### src/rtl/wbc_pkg.sv
package wbc_pkg;

    typedef enum logic [2:0] {
        ST_IDLE,
        ST_EVICT,
        ST_FILL,
        ST_FINISH,
        ST_FL_SCAN,
        ST_FL_WB,
        ST_FL_DONE
    } wbc_state_e;

    // Line-store commands, one per cycle
    typedef enum logic [2:0] {
        LOP_NONE,
        LOP_STORE,
        LOP_FILL,
        LOP_DROP,
        LOP_CLEAN,
        LOP_INSTALL
    } wbc_lop_e;

endpackage

### src/rtl/wbc_lines.sv
module wbc_lines
    import wbc_pkg::*;
#(
    parameter int TAG_W = 4,
    parameter int OFF_W = 1,
    parameter int LINES = 2,
    parameter int IDX_W = 1
) (
    input  logic             clk,
    input  logic             rst_n,
    input  wbc_lop_e         lop,
    input  logic [IDX_W-1:0] lidx,
    input  logic [OFF_W-1:0] loff,
    input  logic [7:0]       lbyte,
    input  logic [TAG_W-1:0] ltag,
    input  logic             ldirty,
    input  logic [TAG_W-1:0] look_tag,
    input  logic [OFF_W-1:0] a_off,
    output logic             hit,
    output logic [IDX_W-1:0] hit_idx,
    output logic [7:0]       a_byte,
    input  logic [IDX_W-1:0] b_idx,
    input  logic [OFF_W-1:0] b_off,
    output logic [7:0]       b_byte,
    output logic [TAG_W-1:0] b_tag,
    output logic [LINES-1:0] valid_o,
    output logic [LINES-1:0] dirty_o
);

    localparam int BLK = 1 << OFF_W;

    logic [LINES-1:0] valid_q, dirty_q;
    logic [TAG_W-1:0] tag_q  [LINES];
    logic [7:0]       data_q [LINES][BLK];
    logic [LINES-1:0] match;

    generate
        for (genvar g = 0; g < LINES; g++) begin : g_cmp
            assign match[g] = valid_q[g] && (tag_q[g] == look_tag);
        end
    endgenerate

    always_comb begin
        hit_idx = '0;
        for (int i = LINES - 1; i >= 0; i--) begin
            if (match[i]) hit_idx = IDX_W'(i);
        end
    end

    assign hit     = |match;
    assign a_byte  = data_q[hit_idx][a_off];
    assign b_byte  = data_q[b_idx][b_off];
    assign b_tag   = tag_q[b_idx];
    assign valid_o = valid_q;
    assign dirty_o = dirty_q;

    always_ff @(posedge clk) begin
        if (!rst_n) begin
            valid_q <= '0;
            dirty_q <= '0;
            for (int i = 0; i < LINES; i++) begin
                tag_q[i] <= '0;
                for (int j = 0; j < BLK; j++) data_q[i][j] <= '0;
            end
        end else begin
            unique case (lop)
                LOP_STORE: begin
                    data_q[lidx][loff] <= lbyte;
                    dirty_q[lidx]      <= 1'b1;
                end
                LOP_FILL: data_q[lidx][loff] <= lbyte;
                LOP_DROP: begin
                    valid_q[lidx] <= 1'b0;
                    dirty_q[lidx] <= 1'b0;
                end
                LOP_CLEAN: dirty_q[lidx] <= 1'b0;
                LOP_INSTALL: begin
                    valid_q[lidx] <= 1'b1;
                    tag_q[lidx]   <= ltag;
                    dirty_q[lidx] <= ldirty;
                    if (ldirty) data_q[lidx][loff] <= lbyte;
                end
                default: ;
            endcase
        end
    end

    assert_store_marks_dirty_R3: assert property (@(posedge clk) disable iff (!rst_n)
        (lop == LOP_STORE) |=> dirty_q[$past(lidx)]);

    assert_victim_dropped_R5: assert property (@(posedge clk) disable iff (!rst_n)
        (lop == LOP_DROP) |=> (!valid_q[$past(lidx)] && !dirty_q[$past(lidx)]));

    assert_unique_tags_R7: assert property (@(posedge clk) disable iff (!rst_n)
        $onehot0(match));

endmodule

### src/rtl/wbc_lru.sv
module wbc_lru #(
    parameter int LINES = 2,
    parameter int IDX_W = 1
) (
    input  logic             clk,
    input  logic             rst_n,
    input  logic             touch,
    input  logic [IDX_W-1:0] touch_idx,
    input  logic [LINES-1:0] valid_i,
    output logic [IDX_W-1:0] victim
);

    localparam logic [IDX_W-1:0] OLDEST = IDX_W'(LINES - 1);

    logic [IDX_W-1:0] age_q [LINES];
    logic             found;
    logic [LINES-1:0] seen;

    always_ff @(posedge clk) begin
        if (!rst_n) begin
            for (int i = 0; i < LINES; i++) age_q[i] <= IDX_W'(LINES - 1 - i);
        end else if (touch) begin
            for (int i = 0; i < LINES; i++) begin
                if (IDX_W'(i) == touch_idx)            age_q[i] <= '0;
                else if (age_q[i] < age_q[touch_idx])  age_q[i] <= age_q[i] + 1'b1;
            end
        end
    end

    always_comb begin
        victim = '0;
        found  = 1'b0;
        for (int i = 0; i < LINES; i++) begin
            if (!found && !valid_i[i]) begin
                victim = IDX_W'(i);
                found  = 1'b1;
            end
        end
        if (!found) begin
            for (int i = 0; i < LINES; i++) begin
                if (age_q[i] == OLDEST) victim = IDX_W'(i);
            end
        end
    end

    always_comb begin
        seen = '0;
        for (int i = 0; i < LINES; i++) seen[age_q[i]] = 1'b1;
    end

    assert_age_permutation_R7: assert property (@(posedge clk) disable iff (!rst_n)
        $countones(seen) == LINES);

endmodule

### src/rtl/wbc_seq.sv
module wbc_seq
    import wbc_pkg::*;
#(
    parameter int ADDR_W = 5,
    parameter int OFF_W  = 1,
    parameter int LINES  = 2,
    parameter int IDX_W  = 1
) (
    input  logic              clk,
    input  logic              rst_n,
    input  logic              cpu_req,
    input  logic              cpu_we,
    input  logic [ADDR_W-1:0] cpu_addr,
    input  logic [7:0]        cpu_wdata,
    output logic              cpu_ack,
    output logic [7:0]        cpu_rdata,
    input  logic              flush_req,
    output logic              flush_done,
    output logic              mem_req,
    output logic              mem_we,
    output logic [ADDR_W-1:0] mem_addr,
    output logic [7:0]        mem_wdata,
    input  logic              mem_ack,
    input  logic [7:0]        mem_rdata,
    input  logic              hit_i,
    input  logic [IDX_W-1:0]  hit_idx_i,
    input  logic [7:0]        a_byte_i,
    input  logic [IDX_W-1:0]  victim_i,
    input  logic [LINES-1:0]  valid_i,
    input  logic [LINES-1:0]  dirty_i,
    input  logic [7:0]        b_byte_i,
    input  logic [ADDR_W-OFF_W-1:0] b_tag_i,
    output logic [IDX_W-1:0]  b_idx,
    output logic [OFF_W-1:0]  b_off,
    output wbc_lop_e          lop,
    output logic [IDX_W-1:0]  lidx,
    output logic [OFF_W-1:0]  loff,
    output logic [7:0]        lbyte,
    output logic [ADDR_W-OFF_W-1:0] ltag,
    output logic              ldirty,
    output logic              touch,
    output logic [IDX_W-1:0]  touch_idx,
    output logic              hit_evt,
    output logic              miss_evt
);

    localparam int TAG_W = ADDR_W - OFF_W;
    localparam logic [OFF_W-1:0] WORD_LAST = '1;
    localparam logic [IDX_W-1:0] LINE_LAST = IDX_W'(LINES - 1);

    wbc_state_e       state_q, state_d;
    logic [OFF_W-1:0] word_q, word_d;
    logic [IDX_W-1:0] vic_q, vic_d;
    logic [IDX_W-1:0] fl_q, fl_d;
    logic [TAG_W-1:0] rq_tag_q;
    logic [OFF_W-1:0] rq_off_q;
    logic             rq_we_q;
    logic [7:0]       rq_byte_q;
    logic             cap_req;

    // State register and captured request
    always_ff @(posedge clk) begin
        if (!rst_n) begin
            state_q   <= ST_IDLE;
            word_q    <= '0;
            vic_q     <= '0;
            fl_q      <= '0;
            rq_tag_q  <= '0;
            rq_off_q  <= '0;
            rq_we_q   <= 1'b0;
            rq_byte_q <= '0;
        end else begin
            state_q <= state_d;
            word_q  <= word_d;
            vic_q   <= vic_d;
            fl_q    <= fl_d;
            if (cap_req) begin
                rq_tag_q  <= cpu_addr[ADDR_W-1:OFF_W];
                rq_off_q  <= cpu_addr[OFF_W-1:0];
                rq_we_q   <= cpu_we;
                rq_byte_q <= cpu_wdata;
            end
        end
    end

    // Next state and outputs
    always_comb begin
        state_d    = state_q;
        word_d     = word_q;
        vic_d      = vic_q;
        fl_d       = fl_q;
        cap_req    = 1'b0;
        cpu_ack    = 1'b0;
        cpu_rdata  = '0;
        flush_done = 1'b0;
        mem_req    = 1'b0;
        mem_we     = 1'b0;
        mem_addr   = '0;
        mem_wdata  = '0;
        b_idx      = vic_q;
        b_off      = word_q;
        lop        = LOP_NONE;
        lidx       = vic_q;
        loff       = word_q;
        lbyte      = '0;
        ltag       = rq_tag_q;
        ldirty     = 1'b0;
        touch      = 1'b0;
        touch_idx  = vic_q;
        hit_evt    = 1'b0;
        miss_evt   = 1'b0;

        unique case (state_q)
            ST_IDLE: begin
                if (cpu_req) begin
                    if (hit_i) begin
                        cpu_ack   = 1'b1;
                        cpu_rdata = a_byte_i;
                        touch     = 1'b1;
                        touch_idx = hit_idx_i;
                        hit_evt   = 1'b1;
                        if (cpu_we) begin
                            lop   = LOP_STORE;
                            lidx  = hit_idx_i;
                            loff  = cpu_addr[OFF_W-1:0];
                            lbyte = cpu_wdata;
                        end
                    end else begin
                        miss_evt = 1'b1;
                        cap_req  = 1'b1;
                        vic_d    = victim_i;
                        word_d   = '0;
                        if (valid_i[victim_i] && dirty_i[victim_i]) begin
                            state_d = ST_EVICT;
                        end else begin
                            lop     = LOP_DROP;
                            lidx    = victim_i;
                            state_d = ST_FILL;
                        end
                    end
                end else if (flush_req) begin
                    fl_d    = '0;
                    state_d = ST_FL_SCAN;
                end
            end

            ST_EVICT: begin
                mem_req   = 1'b1;
                mem_we    = 1'b1;
                mem_addr  = {b_tag_i, word_q};
                mem_wdata = b_byte_i;
                if (mem_ack) begin
                    if (word_q == WORD_LAST) begin
                        lop     = LOP_DROP;
                        word_d  = '0;
                        state_d = ST_FILL;
                    end else begin
                        word_d = word_q + 1'b1;
                    end
                end
            end

            ST_FILL: begin
                mem_req  = 1'b1;
                mem_addr = {rq_tag_q, word_q};
                if (mem_ack) begin
                    lop   = LOP_FILL;
                    lbyte = mem_rdata;
                    if (word_q == WORD_LAST) state_d = ST_FINISH;
                    else                     word_d  = word_q + 1'b1;
                end
            end

            ST_FINISH: begin
                cpu_ack = 1'b1;
                b_off   = rq_off_q;
                cpu_rdata = rq_we_q ? rq_byte_q : b_byte_i;
                lop     = LOP_INSTALL;
                loff    = rq_off_q;
                lbyte   = rq_byte_q;
                ldirty  = rq_we_q;
                touch   = 1'b1;
                state_d = ST_IDLE;
            end

            ST_FL_SCAN: begin
                if (valid_i[fl_q] && dirty_i[fl_q]) begin
                    word_d  = '0;
                    state_d = ST_FL_WB;
                end else if (fl_q == LINE_LAST) begin
                    state_d = ST_FL_DONE;
                end else begin
                    fl_d = fl_q + 1'b1;
                end
            end

            ST_FL_WB: begin
                b_idx     = fl_q;
                mem_req   = 1'b1;
                mem_we    = 1'b1;
                mem_addr  = {b_tag_i, word_q};
                mem_wdata = b_byte_i;
                if (mem_ack) begin
                    if (word_q == WORD_LAST) begin
                        lop  = LOP_CLEAN;
                        lidx = fl_q;
                        if (fl_q == LINE_LAST) begin
                            state_d = ST_FL_DONE;
                        end else begin
                            fl_d    = fl_q + 1'b1;
                            state_d = ST_FL_SCAN;
                        end
                    end else begin
                        word_d = word_q + 1'b1;
                    end
                end
            end

            ST_FL_DONE: begin
                flush_done = 1'b1;
                state_d    = ST_IDLE;
            end

            default: state_d = ST_IDLE;
        endcase
    end

    assert_mem_hold_R10: assert property (@(posedge clk) disable iff (!rst_n)
        (mem_req && !mem_ack) |=> (mem_req && $stable(mem_we) && $stable(mem_addr) && $stable(mem_wdata)));

    assert_ack_needs_req_R2: assert property (@(posedge clk) disable iff (!rst_n)
        cpu_ack |-> cpu_req);

    assert_fill_after_writeback_R5: assert property (@(posedge clk) disable iff (!rst_n)
        (state_q == ST_FILL) |-> (!valid_i[vic_q] && !dirty_i[vic_q]));

    assert_flush_done_pulse_R9: assert property (@(posedge clk) disable iff (!rst_n)
        flush_done |=> !flush_done);

endmodule

### src/rtl/wb_cache.sv
module wb_cache
    import wbc_pkg::*;
#(
    parameter int ADDR_W = 5,
    parameter int OFF_W  = 1,
    parameter int LINES  = 2,
    parameter int CNT_W  = 16
) (
    input  logic              clk,
    input  logic              rst_n,
    input  logic              cpu_req,
    input  logic              cpu_we,
    input  logic [ADDR_W-1:0] cpu_addr,
    input  logic [7:0]        cpu_wdata,
    output logic              cpu_ack,
    output logic [7:0]        cpu_rdata,
    input  logic              flush_req,
    output logic              flush_done,
    output logic              mem_req,
    output logic              mem_we,
    output logic [ADDR_W-1:0] mem_addr,
    output logic [7:0]        mem_wdata,
    input  logic              mem_ack,
    input  logic [7:0]        mem_rdata,
    output logic [CNT_W-1:0]  hit_count,
    output logic [CNT_W-1:0]  miss_count
);

    localparam int TAG_W = ADDR_W - OFF_W;
    localparam int IDX_W = (LINES > 1) ? $clog2(LINES) : 1;

    wbc_lop_e         lop;
    logic [IDX_W-1:0] lidx, hit_idx, b_idx, victim, touch_idx;
    logic [OFF_W-1:0] loff, b_off;
    logic [7:0]       lbyte, a_byte, b_byte;
    logic [TAG_W-1:0] ltag, b_tag;
    logic             ldirty, hit, touch, hit_evt, miss_evt;
    logic [LINES-1:0] valid_v, dirty_v;
    logic [CNT_W-1:0] hit_q, miss_q;

    wbc_lines #(.TAG_W(TAG_W), .OFF_W(OFF_W), .LINES(LINES), .IDX_W(IDX_W)) u_lines (
        .clk(clk), .rst_n(rst_n),
        .lop(lop), .lidx(lidx), .loff(loff), .lbyte(lbyte), .ltag(ltag), .ldirty(ldirty),
        .look_tag(cpu_addr[ADDR_W-1:OFF_W]), .a_off(cpu_addr[OFF_W-1:0]),
        .hit(hit), .hit_idx(hit_idx), .a_byte(a_byte),
        .b_idx(b_idx), .b_off(b_off), .b_byte(b_byte), .b_tag(b_tag),
        .valid_o(valid_v), .dirty_o(dirty_v)
    );

    wbc_lru #(.LINES(LINES), .IDX_W(IDX_W)) u_lru (
        .clk(clk), .rst_n(rst_n),
        .touch(touch), .touch_idx(touch_idx),
        .valid_i(valid_v), .victim(victim)
    );

    wbc_seq #(.ADDR_W(ADDR_W), .OFF_W(OFF_W), .LINES(LINES), .IDX_W(IDX_W)) u_seq (
        .clk(clk), .rst_n(rst_n),
        .cpu_req(cpu_req), .cpu_we(cpu_we), .cpu_addr(cpu_addr), .cpu_wdata(cpu_wdata),
        .cpu_ack(cpu_ack), .cpu_rdata(cpu_rdata),
        .flush_req(flush_req), .flush_done(flush_done),
        .mem_req(mem_req), .mem_we(mem_we), .mem_addr(mem_addr), .mem_wdata(mem_wdata),
        .mem_ack(mem_ack), .mem_rdata(mem_rdata),
        .hit_i(hit), .hit_idx_i(hit_idx), .a_byte_i(a_byte),
        .victim_i(victim), .valid_i(valid_v), .dirty_i(dirty_v),
        .b_byte_i(b_byte), .b_tag_i(b_tag), .b_idx(b_idx), .b_off(b_off),
        .lop(lop), .lidx(lidx), .loff(loff), .lbyte(lbyte), .ltag(ltag), .ldirty(ldirty),
        .touch(touch), .touch_idx(touch_idx),
        .hit_evt(hit_evt), .miss_evt(miss_evt)
    );

    always_ff @(posedge clk) begin
        if (!rst_n) begin
            hit_q  <= '0;
            miss_q <= '0;
        end else begin
            if (hit_evt)  hit_q  <= hit_q + 1'b1;
            if (miss_evt) miss_q <= miss_q + 1'b1;
        end
    end

    assign hit_count  = hit_q;
    assign miss_count = miss_q;

    assert_miss_count_step_R8: assert property (@(posedge clk) disable iff (!rst_n)
        (miss_count == $past(miss_count)) || (miss_count == $past(miss_count) + 1'b1));

    assert_hit_count_step_R8: assert property (@(posedge clk) disable iff (!rst_n)
        (hit_count == $past(hit_count)) || (hit_count == $past(hit_count) + 1'b1));

endmodule

### config.mk
export PLATFORM = sky130hd
export DESIGN_NAME = wb_cache
export DESIGN_NICKNAME = d
export VERILOG_FILES = /design/src/rtl/wbc_pkg.sv /design/src/rtl/wbc_lines.sv /design/src/rtl/wbc_lru.sv /design/src/rtl/wbc_seq.sv /design/src/rtl/wb_cache.sv
export SDC_FILE = /design/constraint.sdc
export NUM_CORES = 1
export LEC_CHECK = 0
export ABC_AREA = 1
export BUFFER_PORTS_ARGS = -buffer_cell sky130_fd_sc_hd__buf_2
export CAP_MARGIN = 0
export CORE_MARGIN = 8
export CORE_UTILIZATION = 25
export CTS_BUF_LIST = sky130_fd_sc_hd__clkbuf_4 sky130_fd_sc_hd__clkbuf_8
export DETAILED_ROUTE_END_ITERATION = 10
export GPL_TIMING_DRIVEN = 0
export PLACE_DENSITY_LB_ADDON = 0.15
export SYNTH_ARGS = -nofsm -noshare
export SYNTH_HDL_FRONTEND = slang
export SYNTH_SLANG_ARGS = --single-unit
### constraint.sdc
create_clock -name clk -period 2.9 [get_ports clk]
set_clock_uncertainty 0.15 [all_clocks]
set_input_delay 0.29 -clock clk [delete_from_list [all_inputs] [get_ports clk]]
set_output_delay 0.29 -clock clk [all_outputs]
set_load 0.02 [all_outputs]
Yosys cells after proc, flatten, opt, wreduce, memory -nomap -nowiden
Memories as Yosys holds them, arrays and structs flattened.
Cells that the tools add are included.
{"block": "totals", "ramBits": 42, "word_cells": 309, "n_memories": 3, "reg_bits": 56}
{"block": "op_classes", "bitwise_logic": 45, "n_reduce_logical": 24, "mux": 180, "magnitude_cmp": 10, "add_sub_neg": 6, "eq_ne": 29}
{"name": "u_lines.data_q", "words": 2, "width": 16, "read_ports": 2, "rd_clocked_by_memory_dff": 0, "wr": 2, "line_no": "wbc_lines.sv:34", "source": "logic [7:0] data_q [LINES][BLK];"}
{"name": "u_lines.tag_q", "words": 2, "width": 4, "read_ports": 3, "rd_clocked_by_memory_dff": 0, "wr": 2, "line_no": "wbc_lines.sv:33", "source": "logic [TAG_W-1:0] tag_q [LINES];"}
{"name": "u_lru.age_q", "words": 2, "width": 1, "read_ports": 3, "rd_clocked_by_memory_dff": 0, "wr": 2, "line_no": "wbc_lru.sv:15", "source": "logic [IDX_W-1:0] age_q [LINES];"}
{"op": "1-bit 2-to-1 mux", "n": 123}
{"op": "8-bit 2-to-1 mux", "n": 15}
{"op": "16-bit 2-to-1 mux", "n": 5}
{"op": "3-bit 2-to-1 mux", "n": 16}
{"op": "1-bit OR", "n": 36}
{"op": "16-bit by 1-bit adder with 16-bit output (second input constant)", "n": 2}
{"op": "3-bit one-hot mux with 5 select lines", "n": 2}
{"op": "8-bit one-hot mux with 3 select lines", "n": 1}
{"op": "2-bit inequality test (second input constant)", "n": 8}
{"op": "8-bit one-hot mux with 2 select lines", "n": 1}
{"op": "16-bit OR reduction", "n": 1}
{"op": "3-bit == test (second input constant)", "n": 5}
{"op": "3-bit by 2-bit == test with 1-bit output (second input constant)", "n": 4}
{"op": "6-bit AND reduction", "n": 2}
{"op": "2-bit 2-to-1 mux", "n": 5}
{"op": "2-bit by 1-bit inequality test with 1-bit output (second input constant)", "n": 5}
{"op": "5-bit one-hot mux with 2 select lines", "n": 1}
{"op": "9-bit AND reduction", "n": 1}
{"op": "8-bit demux with 1-bit select", "n": 1}
{"op": "4-bit == test", "n": 2}
{"op": "2-bit OR reduction", "n": 4}
{"op": "1-bit logical AND", "n": 7}
{"op": "3-bit by 1-bit == test with 1-bit output (second input constant)", "n": 2}
{"op": "2-bit >= comparator (second input constant)", "n": 3}
{"op": "28 further kinds", "n": 42}

Depth between registers and ports, before layout
Gate-level depths: netlist of the first run.
{"block": "logic_depth", "depth_word": 21, "ltp_mapped": 15, "mapped_depth_nobuf": 15}

By module
Synthesis of the first run repeated with hierarchy kept, for this count alone.
{"block": "unflattened", "hier_cells": 863, "area_unflattened_um2": 6059.6}
{"module": "wbc_lines", "area_each_um2": 2576.2, "n_inst": 1, "cells_per_inst": 328}
{"module": "wbc_seq", "area_each_um2": 1692.9, "n_inst": 1, "cells_per_inst": 278}
{"module": "wb_cache", "area_each_um2": 1650.3, "n_inst": 1, "cells_per_inst": 236}
{"module": "wbc_lru", "area_each_um2": 140.1, "n_inst": 1, "cells_per_inst": 21}

Least setup slack after synthesis of the first run
No wires, ideal clock.
{"block": "synth_timing", "kind": "register to register", "from": "register u_seq.state_q[0]", "to": "memory u_lines.data_q[1][10] in the netlist's numbering, enable pin", "path_slack_ns": 0.267, "arrival_ns": 2.099, "path_stages_with_launch": 15, "required_time_ns": 2.366, "path_buffers": 0, "path_cell_list": "dfxtp_1 -> inv_2 -> nor2_4 -> inv_2 -> nor2_1 -> nand2_1 -> nand2_1 -> inv_1 -> nand2_1 -> inv_1 -> nand3_1 -> nand3_1 -> nand2_2 -> nand2_1 -> o21ai_0"}
{"item": "from (decl)", "line_no": "wbc_seq.sv:51", "source": "wbc_state_e state_q, state_d;"}
{"item": "from (signal assigned)", "line_no": "wbc_seq.sv:73", "source": "state_q <= state_d;"}
{"item": "to (decl)", "line_no": "wbc_lines.sv:34"}

==> out/qor.csv, run 1 <==
stage;metric;value;unit
status;status;completed;
timing;Finish-stage setup viols;0;
global_route;vias in the first global route;5350;
critical_path;CP Cell Sequence;inv_1, nand2_1, nand2_1, nor2_1, nand3_2, nand2_4, buf_4, nand2_1, a32oi_1, o2bb2ai_1, buf_4;
die;Die Area;0.0274;mm2
layout;# nets final;919;
critical_path;CP Capture Type;primary output;
critical_path;CP max FO;10;
place;dpl hpwl;14.9;mm
critical_path;FF-to-FF End;u_lines.data_q[1][13]$_SDFFCE_PN0P_;
yosys;Synth Flop Type;dfxtp_1;
yosys;Mapped Nets;804;
yosys;EDFF count, synth;42;
pwr;Power Density;682;mW/mm2
critical_path;Max stage delay cell, worst path;edfxtp_1;
die;Starting Density;0.255;
die;core area;0.0219;mm2
yosys;Yosys cell types;48;
timing;post-layout min period;2760;ps
timing;worst rel slew slack;0.422;
place;Placer Congestion;0.822;
timing;Hold Vio Cnt, Final;0;
critical_path;CP max stage delay;400;ps
place;PortBufs;83;
clock_network;clock sinks;98;
die;cell row count;54;
die;DIE HEIGHT;165;um
layout;non-filler instance count after layout;1176;
critical_path;kind of critical path;register to primary output;
timing;setup tns final;0;ps
global_route;largest net degree at the start of global routing;16;
detailed_routing;remaining antenna violation count;0;
yosys;Post-Synthesis Cell Area;0.00558;mm2
min_path;Hold Crit Endpoint;u_seq.ltag[3]$_SDFFE_PN0P_;
timing;Pins Over Slew Limit;0;
clock_network;clk_lat worst skew;390;ps
min_path;Hold Path Class;input pin to register;
yosys;Synth Area in Simple Gates;0.304;
yosys;mux share of post-synthesis cell area;0;
critical_path;worst-case reg-to-reg path depth;15;
detailed_routing;vias;5572;
global_route;first-pass GRT wire length;30.9;mm
timing;Tcrit/Tclk final;0.953;
critical_path;startpoint types;register;
clock_network;CTS tree;yes;
flow_run;Max Cap Viol;0;
yosys;largest family of logic cells by synthesized area;simple AND/OR/NAND/NOR gates;
critical_path;most used cell, CP;nand2_1;
critical_path;R2R setup slack;230;ps
min_path;Hold Crit Start;cpu_addr[4];
yosys;Synth Area per Inst;7.21;um2
min_path;Hold Path Cell Cnt;3;
yosys;yosys warns;0;
layout;fill count;2413;
clock_network;CTS Buf Count;9;
critical_path;Worst EP arrival;2320;ps
global_route;Congestion Overflow GR;0;
clock_network;Max clock buf depth;2;
place;dpl ws;-373;ps
timing;Setup WS post-layout;135;ps
layout;share of cells above drive strength 1;0.211;
yosys;ys async rst share;0;
pwr;Lkg Pwr;2.94;nW
yosys;adder-cell area share of the yosys netlist;0.00448;
place;placed instance count;1138;
die;die width;165;um
pwr;maximum VDD drop;0.299;mV
clock_network;H-tree lvl count;3;
global_route;initial antenna violation count;2;
yosys;post-synthesis xor/xnor area fraction;0.0141;
detailed_routing;1st-iter DRT viols;394;
clock_network;Worst-path clk slew;100;ps
timing;Max Freq;362;MHz
critical_path;worst path required time;2460;ps
timing;worst slew pin tran;867;ps
timing;hold slack;27.0;ps
detailed_routing;# DRC;0;
layout;fin util;0.319;
clock_network;CTS root buffer;clkbuf_8;
global_route;GRT Total Usage;0.148;
critical_path;Crit path max-delay family;simple AND/OR/NAND/NOR gates;
layout;Layout area overhead;25.2;%
critical_path;Crit Reg-Reg Startpoint;u_seq.state_q[0]$_SDFFE_PN0P_;
die;IO Pins;84;
yosys;sequential element share of the synthesized area;0.427;
critical_path;Buffers & Inverters on Critical Path;3;
yosys;Cells after Synth;775;
detailed_routing;post-DR vias/cell;4.74;
detailed_routing;Routed WL per cell;17.1;um
detailed_routing;drt first pass iters;5;
yosys;number of synthesized register bits;98;
detailed_routing;Routed WL;20.1;mm
yosys;compound-gate portion of the synthesized area;0.165;
==> metrics by stage <==
| stage | power, mW | area [um2] |
|---|---|---|
| after floorplan | 2.94 | 5580 |
| after global placement | 3.53 | 6350 |
| after detailed placement | 3.52 | 6350 |
| after CTS | 4.69 | 6780 |
| after global routing | 5.08 | 6990 |
| final | 4.77 | 6990 |
==> registers in the layout (all words and copies together) (netlist names), named ones only <==
signal	count
u_lines.data_q	32
hit_count	16
miss_count	16
u_lines.tag_q	8
u_seq.rq_byte_q	8
u_seq.ltag	4
u_seq.state_q	3
u_lines.dirty_o	2
u_lru.age_q	2
u_seq.fl_q	1
u_seq.rq_off_q	1
u_seq.rq_we_q	1
u_seq.vic_q	1
u_seq.word_q	1
==> cells in the final DEF, fill, tap and decap left out, drive strengths merged, types with 4 or more instances in the layout <==
master and instances:
o21ai 71, nor3 29, buf 115, edfxtp 42, dlygate4sd3 4, nor2 143
clkbuf 26, a211oi 4, xnor2 6, nand2 159, inv 91, a32oi 8
dfxtp 56, a31oi 5, o2bb2ai 8, nand3b 4, nand4 7, o22ai 6
a22oi 5, nand3 35, a21oi 47
==> layout make-up <==
class,instances,area [um2],area share
sequential,98,2390,0.342
antenna,1,2.50,0.000358
tap,280,350,0.0501
multi-input combinational,556,2860,0.409
clock inverter,4,73.8,0.0106
timing repair buffer,105,618,0.0884
clock buffer,12,159,0.0227
buffer,28,180,0.0258
inverter,92,358,0.0512
==> cells by family after synthesis <==
family | count (synthesis)
AOI/OAI and AO/OA | 160
buffers and inverters | 121
adders and majority gates | 2
xor gates and xnor gates | 9
DFF | 98
and+or+nand+nor | 385
==> repair_timing <==
item	4_1_cts	5_1_grt
setup buffers	7	11
pin swaps	3	12
endpoints found under the setup margin	30	32
resized for setup	32	38
hold endpoints to repair	4	0
hold buffers	4	0
==> power breakdown <==
part | internal, mW | switching [mW]
Combinational | 0.618 | 1.30
Clock | 0.544 | 0.525
Sequential | 1.63 | 0.153
==> layer usage <==
metal	share of wire	vias up	global-route usage
met5	0.00050	-	0
met4	0.020	2	0.0503
met3	0.056	29	0.0288
met2	0.45	156	0.226
met1	0.47	2586	0.205
li1	-	2799	-
==> Yosys cell counts (all sizes together), types with 8 or more instances <==
library cell | instances | area [um2]
a21oi | 47 | 235
a32oi | 8 | 70.1
buf | 13 | 75.1
clkbuf | 16 | 60.1
dfxtp | 56 | 1120
edfxtp | 42 | 1260
inv | 90 | 338
nand2 | 159 | 622
nand3 | 35 | 198
nor2 | 143 | 576
nor3 | 29 | 155
o21ai | 71 | 359
o2bb2ai | 8 | 70.1
==> how the worst max path moves through the flow <==
stage | startpoint | to | depth (start not counted)
floorplan | u_seq.state_q[0]$_SDFFE_PN0P_ | u_lines.data_q[1][10]$_SDFFCE_PN0P_ | 14
finish | u_lines.tag_q[0][1]$_SDFFCE_PN0P_ | cpu_rdata[2] | 11
global route | u_seq.state_q[0]$_SDFFE_PN0P_ | cpu_rdata[1] | 15
detailed placement | cpu_addr[2] | u_lines.data_q[1][11]$_SDFFCE_PN0P_ | 12
CTS | u_seq.state_q[0]$_SDFFE_PN0P_ | cpu_rdata[4] | 15
global placement | cpu_addr[2] | u_lines.data_q[1][11]$_SDFFCE_PN0P_ | 12
==> tightest hold or removal path, cell delays in order <==
cell and delay (ps):
buf_2 120, inv_2 60, a21oi_1 50
No activity file was read; power rests on OpenSTA's default activity.
==> inputs of run 2 (changes only) <==
SYNTH_HIERARCHICAL = 1   (was default)
==> out/qor.csv, run 2 <==
stage;metric;value;unit;change
status;status;completed;;
layout;non-filler instance count after layout;1333;;+13%
yosys;top cell type's share of synthesized area;0.208;;-0.0177
layout;# nets final;1033;;+12%
timing;worst rel slew slack;0.255;;-0.167
layout;antenna cells;0;;-1
layout;Largest register FFs;32;;unchanged
die;DIE HEIGHT;172;um;+3.8%
pwr;internal power;3.09;mW;+11%
place;Placed Area;0.00691;mm2;+8.9%
layout;share of cells above drive strength 1;0.312;;+0.101
critical_path;CP max FO;8;;-2
clock_network;CTS root buffer;clkbuf_8;;
timing;post-layout min period;2890;ps;+128 ps
detailed_routing;remaining antenna violation count;0;;unchanged
critical_path;kind of critical path;register to register;;
detailed_routing;1st-iter DRT viols;335;;-15%
die;Starting Density;0.252;;-0.00297
clock_network;CTS Buf Count;9;;unchanged
global_route;vias in the first global route;5804;;+8.5%
pwr;sequential fraction of design power;0.334;;-0.040
pwr;Tot Pwr;5.36;mW;+12%
timing;Max Freq;346;MHz;-4.4%
clock_network;clk_lat worst skew;380;ps;about the same
min_path;Hold Path Class;input pin to register;;
clock_network;H-tree lvl count;3;;unchanged
critical_path;worst-case reg-to-reg path depth;16;;+1
pwr;switch share;0.423;;+0.00910
clock_network;CTS tree;yes;;
detailed_routing;vias;5919;;+6.2%
yosys;Post-Synthesis Cell Area;0.00606;mm2;+8.5%
pwr;Power Density;659;mW/mm2;-3.4%
yosys;number of synthesized register bits;98;;unchanged
timing;Pins Over Slew Limit;0;;unchanged
timing;hold slack;37.7;ps;+10.7 ps
pwr;Gate power share;0.481;;+0.080
yosys;synth cell count leaders;193 x nand2_1, 143 x nor2_1, 110 x inv_1, 72 x nand3_1;;
detailed_routing;post-DR vias/cell;4.44;;-6.3%
layout;commonest non-fill, non-tap cell in the layout;nand2_1;;
global_route;first-pass GRT wire length;32.2;mm;+4.1%
layout;Layout area overhead;34.4;%;
yosys;cell with the most instances after synthesis;nand2_1;;
critical_path;CP Capture Type;register;;
global_route;GRT Total Usage;0.140;;-0.00809
clock_network;clock sinks;98;;unchanged
detailed_routing;Routed WL;20.5;mm;+2.2%
pwr;clock power share;0.186;;-0.038
place;placed instance count;1270;;+12%
yosys;ys async rst share;0;;unchanged
die;core area;0.0240;mm2;+9.8%
die;Die Area;0.0295;mm2;+7.7%
layout;most frequent cells in the layout;179 x nand2_1, 122 x nor2_1, 102 x inv_1;;
layout;fill count;2660;;+10%
timing;unrepaired setup endpoints after global routing;yes;;
yosys;Cells after Synth;863;;+11%
critical_path;Worst Setup EP;u_lines/data_q[0][0]$_SDFFCE_PN0P_;;
die;cell row count;57;;+5.6%
clock_network;Worst-path clk slew;110;ps;about the same
yosys;ranking of synthesized cells by area;edfxtp_1 21%, dfxtp_1 19%, nand2_1 12%, nor2_1 8.9%, inv_1 6.8%;;
die;IO Pins;84;;unchanged
timing;Finish-stage setup viols;0;;unchanged
yosys;Mapped Nets;892;;+11%
yosys;post-synth top area cell;edfxtp_1;;
detailed_routing;Routed WL per cell;15.4;um;-9.9%
yosys;EDFF count, synth;42;;unchanged
clock_network;Max clock buf depth;2;;unchanged
detailed_routing;# DRC;0;;unchanged
critical_path;worst path required time;2810;ps;+350 ps
critical_path;startpoint types;register;;
yosys;Synth Area per Inst;7.02;um2;-2.6%
global_route;largest net degree at the start of global routing;17;;+1
yosys;yosys warns;6;;+6
detailed_routing;drt first pass iters;4;;-1
place;Placer Congestion;0.851;;+3.5%
timing;Hold Vio Cnt, Final;0;;unchanged
critical_path;FF-to-FF End;u_lines/data_q[0][0]$_SDFFCE_PN0P_;;
yosys;Yosys cell types;44;;-8.3%
pwr;maximum VDD drop;0.215;mV;-28%
critical_path;R2R setup slack;8;ps;-220 ps
layout;Top reg by flops;u_lines/data_q;;
timing;worst slew pin tran;1120;ps;+250 ps
yosys;Synth Flop Type;dfxtp_1;;
global_route;Congestion Overflow GR;0;;unchanged
die;die width;172;um;+3.8%
place;PortBufs;83;;unchanged
pwr;Psw;2.27;mW;+15%
place;dpl hpwl;15.1;mm;+1.4%
flow_run;Max Cap Viol;0;;unchanged
global_route;initial antenna violation count;2;;unchanged
layout;post-route cell area;0.00814;mm2;+16%
critical_path;Worst EP arrival;2810;ps;+490 ps
timing;Tcrit/Tclk final;0.997;;+0.0440
pwr;Lkg Pwr;3.66;nW;+24%
yosys;sequential element share of the synthesized area;0.393;;-0.0335
[run 2: cell count changes after synthesis, moves of 7 or more]
cell / change
a22o_1: +12
o21ai_0: -21
nor3_1: -25
nand2_1: +40
a21oi_1: +9
nand3_1: +40
o2bb2ai_1: -8
nand2_2: +12
nor2_2: +7
inv_1: +31
a32oi_1: -8
[run 2: logic make-up (layout without fill, tap and decap cells)]
| group | count (synthesis) | count (layout) | synth area share |
|---|---|---|---|
| AO/OA/AOI/OAI | 138 | 138 | 0.129 |
| XOR/XNOR | 4 | 4 | 0.00578 |
| adder cells (fa/ha/maj) | 2 | 2 | 0.00413 |
| buffers and inverters | 153 | 299 | 0.108 |
| flip-flops | 98 | 98 | 0.393 |
| AND/OR/NAND/NOR | 468 | 468 | 0.359 |
[run 2: critical path: stages, from the launching register on]
cell and delay (ps):
dfxtp_2 390, clkinv_1 90, a21oi_2 150, nand3_4 150, o21ai_4 220, inv_2 70, nand2_4 120, inv_8 50
nand2_4 50, nand4_1 260, a21oi_2 270, o21ai_4 80, nand2_4 90, nand2_4 60, nor2_4 150, nand2_4 100
nand2_8 110
[run 2: area by class of cell]
type	count	area (um2)	share of cell area
inverters	127	502	0.0616
multi-input cells	612	3520	0.433
clock inverters	6	81.3	0.00999
flip-flops and latches	98	2400	0.294
clock buffers	10	131	0.0161
repair buffers	133	905	0.111
well taps	324	405	0.0498
repair inverters	1	6.26	0.000768
plain buffers	22	191	0.0235
[run 2: worst min path at each step]
stage | from | to | slack [ps] | cells after the start
5_1_grt | cpu_wdata[4] | u_seq/rq_byte_q[4]$_SDFFE_PN0P_ | 30 | 3
4_1_cts | cpu_addr[0] | u_seq/rq_off_q$_SDFFE_PN0P_ | 5 | 3
2_1_floorplan | rst_n | hit_count[3]$_SDFFE_PN0P_ | 280 | 2
3_5_place_dp | u_seq/rq_off_q$_SDFFE_PN0P_ | u_seq/rq_off_q$_SDFFE_PN0P_ | 330 | 2
3_3_place_gp | u_seq/rq_off_q$_SDFFE_PN0P_ | u_seq/rq_off_q$_SDFFE_PN0P_ | 320 | 2
6_report | cpu_wdata[4] | u_seq/rq_byte_q[4]$_SDFFE_PN0P_ | 40 | 3
[run 2: metrics by stage]
| stage | utilization | setup TNS [ps] | setup WS [ps] |
|---|---|---|---|
| 2_1_floorplan | - | 0 | 13.7 |
| 3_3_place_gp | 0.288 | -63940 | -1000 |
| 3_5_place_dp | 0.288 | -61230 | -975 |
| 4_1_cts | 0.323 | -55.4 | -32.0 |
| 5_1_grt | 0.339 | -4370 | -140 |
| 6_report | 0.339 | 0 | 7.82 |
[run 2: metal layers]
metal  global-route usage  share of wire  routed length [um]  up-vias
met5                    0         0.0013                  26        -
met3               0.0287          0.045                 927       28
li1                     -              -                   -     3060
met2                0.222           0.44                9110      130
met4               0.0442          0.020                 408        4
met1                0.188           0.49               10000     2697
[run 2: power by group through the flow]
stage          Sequential (mW)  Combinational, mW  Clock [mW]
6_report                  1.79               2.58       0.996
5_1_grt                   1.81               2.82        1.10
4_1_cts                   1.76               2.30        1.05
3_5_place_dp              1.78               1.81           0
3_3_place_gp              1.78               1.81           0
2_1_floorplan             1.74               1.28           0
[run 2: what timing repair did]
item	in CTS	in global routing
hold buffers	4	0
buffers inserted	32	12
endpoints found under the setup margin	115	91
gates cloned	3	0
resized for setup	99	93
hold endpoints to repair	4	0
pin swaps	18	24
==> inputs of run 3 (changes only) <==
ABC_AREA = default   (was 1)
TNS_END_PERCENT = 5   (was default)
==> out/qor.csv, run 3 <==
stage;metric;value;unit;change
status;status;finished, violations left;;
status;violated checks;setup timing;;
global_route;GRT Total Usage;0.138;;-0.00190
clock_network;Worst-path clk slew;110;ps;about the same
yosys;number of synthesized register bits;98;;unchanged
yosys;Synth Area per Inst;9.89;um2;+41%
layout;most frequent cells in the layout;84 x buf_2, 70 x nand2_1, 53 x dfxtp_1;;
min_path;Hold Path Class;input pin to register;;
critical_path;CP Capture Type;register;;
place;Placer Congestion;0.818;;-3.8%
min_path;Hold Path Cell Cnt;3;;unchanged
yosys;Post-Synthesis Cell Area;0.00551;mm2;-9.1%
critical_path;worst-case reg-to-reg path depth;10;;-6
die;core area;0.0218;mm2;-9.5%
detailed_routing;Routed WL per cell;19.2;um;+25%
timing;Hold Vio Cnt, Final;0;;unchanged
timing;Finish-stage setup viols;80;;+80
layout;share of cells above drive strength 1;0.314;;+0.00159
global_route;vias in the first global route;4920;;-15%
detailed_routing;drt first pass iters;5;;+1
pwr;maximum VDD drop;0.253;mV;+18%
critical_path;Worst EP arrival;2940;ps;+130 ps
critical_path;Max stage delay cell, worst path;o31ai_2;;
yosys;top cell type's share of synthesized area;0.229;;+0.0209
global_route;Congestion Overflow GR;0;;unchanged
timing;worst rel slew slack;0.430;;+0.174
layout;Top reg by flops;u_lines/data_q;;
die;cell row count;54;;-5.3%
yosys;synth cell count leaders;76 x nand2_1, 56 x dfxtp_1, 45 x and2_1, 42 x edfxtp_1, 31 x nor2_1;;
die;Die Area;0.0270;mm2;-8.3%
detailed_routing;Routed WL;18.4;mm;-10%
clock_network;CTS tree;yes;;
place;dpl hpwl;12.8;mm;-15%
timing;Tcrit/Tclk final;1.06;;+0.0589
pwr;Tot Pwr;4.38;mW;-18%
yosys;cell with the most instances after synthesis;nand2_1;;
layout;register area;0.00239;mm2;-0.21%
timing;post-layout min period;3060;ps;+171 ps
global_route;initial antenna violation count;0;;-2
detailed_routing;# DRC;0;;unchanged
yosys;yosys warns;6;;unchanged
critical_path;CP Cell Sequence;xor2_1, nor3_2, nand2_1, o21ai_4, nand2_1, o32ai_1, a211o_1, o311ai_4, clkbuf_8, o31ai_2;;
critical_path;most used cell, CP;nand2_1;;
timing;Max Freq;326;MHz;-5.6%
critical_path;Crit Reg-Reg Startpoint;u_lines/tag_q[0][0]$_SDFFCE_PN0P_;;
pwr;Lkg Pwr;2.85;nW;-22%
yosys;Yosys cell types;69;;+57%
die;IO Pins;84;;unchanged
yosys;Cells after Synth;557;;-35%
die;Starting Density;0.253;;+0.000984
clock_network;CTS root buffer;clkbuf_8;;
yosys;post-synth top area cell;edfxtp_1;;
clock_network;H-tree lvl count;3;;unchanged
min_path;Hold Crit Start;cpu_addr[0];;
global_route;largest net degree at the start of global routing;23;;+6
yosys;EDFF count, synth;42;;unchanged
timing;Pins Over Slew Limit;0;;unchanged
layout;Layout area overhead;29.3;%;
clock_network;CTS Buf Count;9;;unchanged
critical_path;worst path required time;2770;ps;-40 ps
detailed_routing;post-DR vias/cell;4.95;;+11%
detailed_routing;vias;4761;;-20%
yosys;ranking of synthesized cells by area;edfxtp_1 23%, dfxtp_1 20%, nand2_1 5.2%, and2_1 5.1%, mux4_1 3.8%;;
layout;# nets final;706;;-32%
timing;hold slack;37.0;ps;-0.772 ps
yosys;Mapped Nets;586;;-34%
layout;Largest register FFs;32;;unchanged
yosys;sequential element share of the synthesized area;0.433;;+0.0395
critical_path;kind of critical path;register to register;;
layout;antenna cells;0;;unchanged
timing;Setup WS post-layout;-163;ps;-171 ps
layout;fin util;0.327;;-0.0116
pwr;Power Density;615;mW/mm2;-6.6%
flow_run;Max Cap Viol;0;;unchanged
place;PortBufs;83;;unchanged
critical_path;CP max stage delay;530;ps;+140 ps
layout;commonest non-fill, non-tap cell in the layout;buf_2;;
clock_network;Max clock buf depth;2;;unchanged
layout;multi-input logic area;0.00322;mm2;-8.6%
clock_network;clk_lat worst skew;390;ps;about the same
global_route;first-pass GRT wire length;28.4;mm;-12%
detailed_routing;1st-iter DRT viols;299;;-11%
critical_path;FF-to-FF End;u_lines/tag_q[0][2]$_SDFFCE_PN0P_;;
die;DIE HEIGHT;164;um;-4.2%
critical_path;startpoint types;register;;
yosys;Synth Flop Type;dfxtp_1;;
critical_path;R2R setup slack;-160;ps;-170 ps
clock_network;clock sinks;98;;unchanged
critical_path;CP max FO;10;;+2
place;placed instance count;920;;-28%
yosys;ys async rst share;0;;unchanged
die;die width;164;um;-4.2%
layout;non-filler instance count after layout;962;;-28%
layout;fill count;2294;;-14%
detailed_routing;remaining antenna violation count;0;;unchanged
timing;unrepaired setup endpoints after global routing;yes;;
place;dpl ws;-1060;ps;-84.0 ps
min_path;Hold Crit Endpoint;u_seq/rq_off_q$_SDFFE_PN0P_;;
timing;worst slew pin tran;856;ps;-261 ps
==> run 3: changes by cell type after synthesis, moves of 16 or more <==
cell / previous run / this run
nand2_1: 193 / 76
nor2_1: 143 / 31
inv_1: 110 / 12
nand3_1: 72 / 14
and2_1: 0 / 45
a21oi_1: 56 / 27
o21ai_0: 43 / 21
and3_1: 0 / 21
mux2i_1: 0 / 19
nand2b_1: 0 / 17
nand2_2: 16 / 0
xor2_1: 2 / 18
==> run 3: routing by layer <==
layer,vias up,GRT usage,share of wire
met5,-,0,0
met4,0,0.0426,0.018
met3,22,0.0257,0.044
met2,116,0.235,0.49
met1,2337,0.175,0.45
li1,2286,-,-
==> run 3: cell type report <==
type | count | area share
timing repair buffer | 110 | 0.0993
inverter | 15 | 0.0100
multi-input combinational | 419 | 0.452
clock buffer | 9 | 0.0174
clock inverter | 7 | 0.0116
sequential | 98 | 0.336
buffer | 24 | 0.0241
tap | 280 | 0.0492
==> run 3: what timing repair did <==
item,4_1_cts,5_1_grt
endpoints found under the setup margin,111,108
pin swaps,14,11
hold endpoints to repair,8,0
cloned,1,0
setup buffers,16,2
hold buffers,8,0
gates resized for setup,71,24
==> run 3: where the power goes <==
part           internal [mW]  switching, mW  total [mW]
clock                  0.420          0.569       0.989
combinational          0.676           1.00        1.68
sequential              1.58          0.123        1.71
total                   2.68           1.70        4.38
==> run 3: how the worst max path moves through the flow <==
stage	startpoint	to
2_1_floorplan	u_lines/tag_q[0][0]$_SDFFCE_PN0P_	u_lines/data_q[0][0]$_SDFFCE_PN0P_
3_3_place_gp	cpu_addr[2]	u_lines/data_q[1][10]$_SDFFCE_PN0P_
3_5_place_dp	cpu_addr[2]	u_lines/data_q[1][11]$_SDFFCE_PN0P_
4_1_cts	u_lines/tag_q[0][1]$_SDFFCE_PN0P_	cpu_rdata[3]
5_1_grt	u_lines/tag_q[0][1]$_SDFFCE_PN0P_	cpu_rdata[1]
6_report	u_lines/tag_q[0][0]$_SDFFCE_PN0P_	u_lines/tag_q[0][2]$_SDFFCE_PN0P_
==> run 3: worst max-delay path, delay by kind of cell, from the launching register on <==
| kind | cells | cell delay (ps) |
|---|---|---|
| AOI/OAI and AO/OA | 5 | 1200 |
| buffers and inverters | 1 | 240 |
| xor gates and xnor gates | 1 | 180 |
| and+or+nand+nor | 3 | 520 |
| DFF | 1 | 410 |
==> run 3: through the flow <==
stage	TNS (ps)	area, um2
6_report	-7890	7120
5_1_grt	-17480	7120
4_1_cts	-9110	6990
3_5_place_dp	-70180	6390
3_3_place_gp	-69050	6390
2_1_floorplan	-199	5630
==> run 3: kinds of logic after synthesis <==
logic type	share of synthesized area
fa+ha+maj	0.00454
mux	0.116
compound gates	0.119
xor+xnor	0.0445
simple gates	0.250
buf+inv	0.0332
flops	0.433
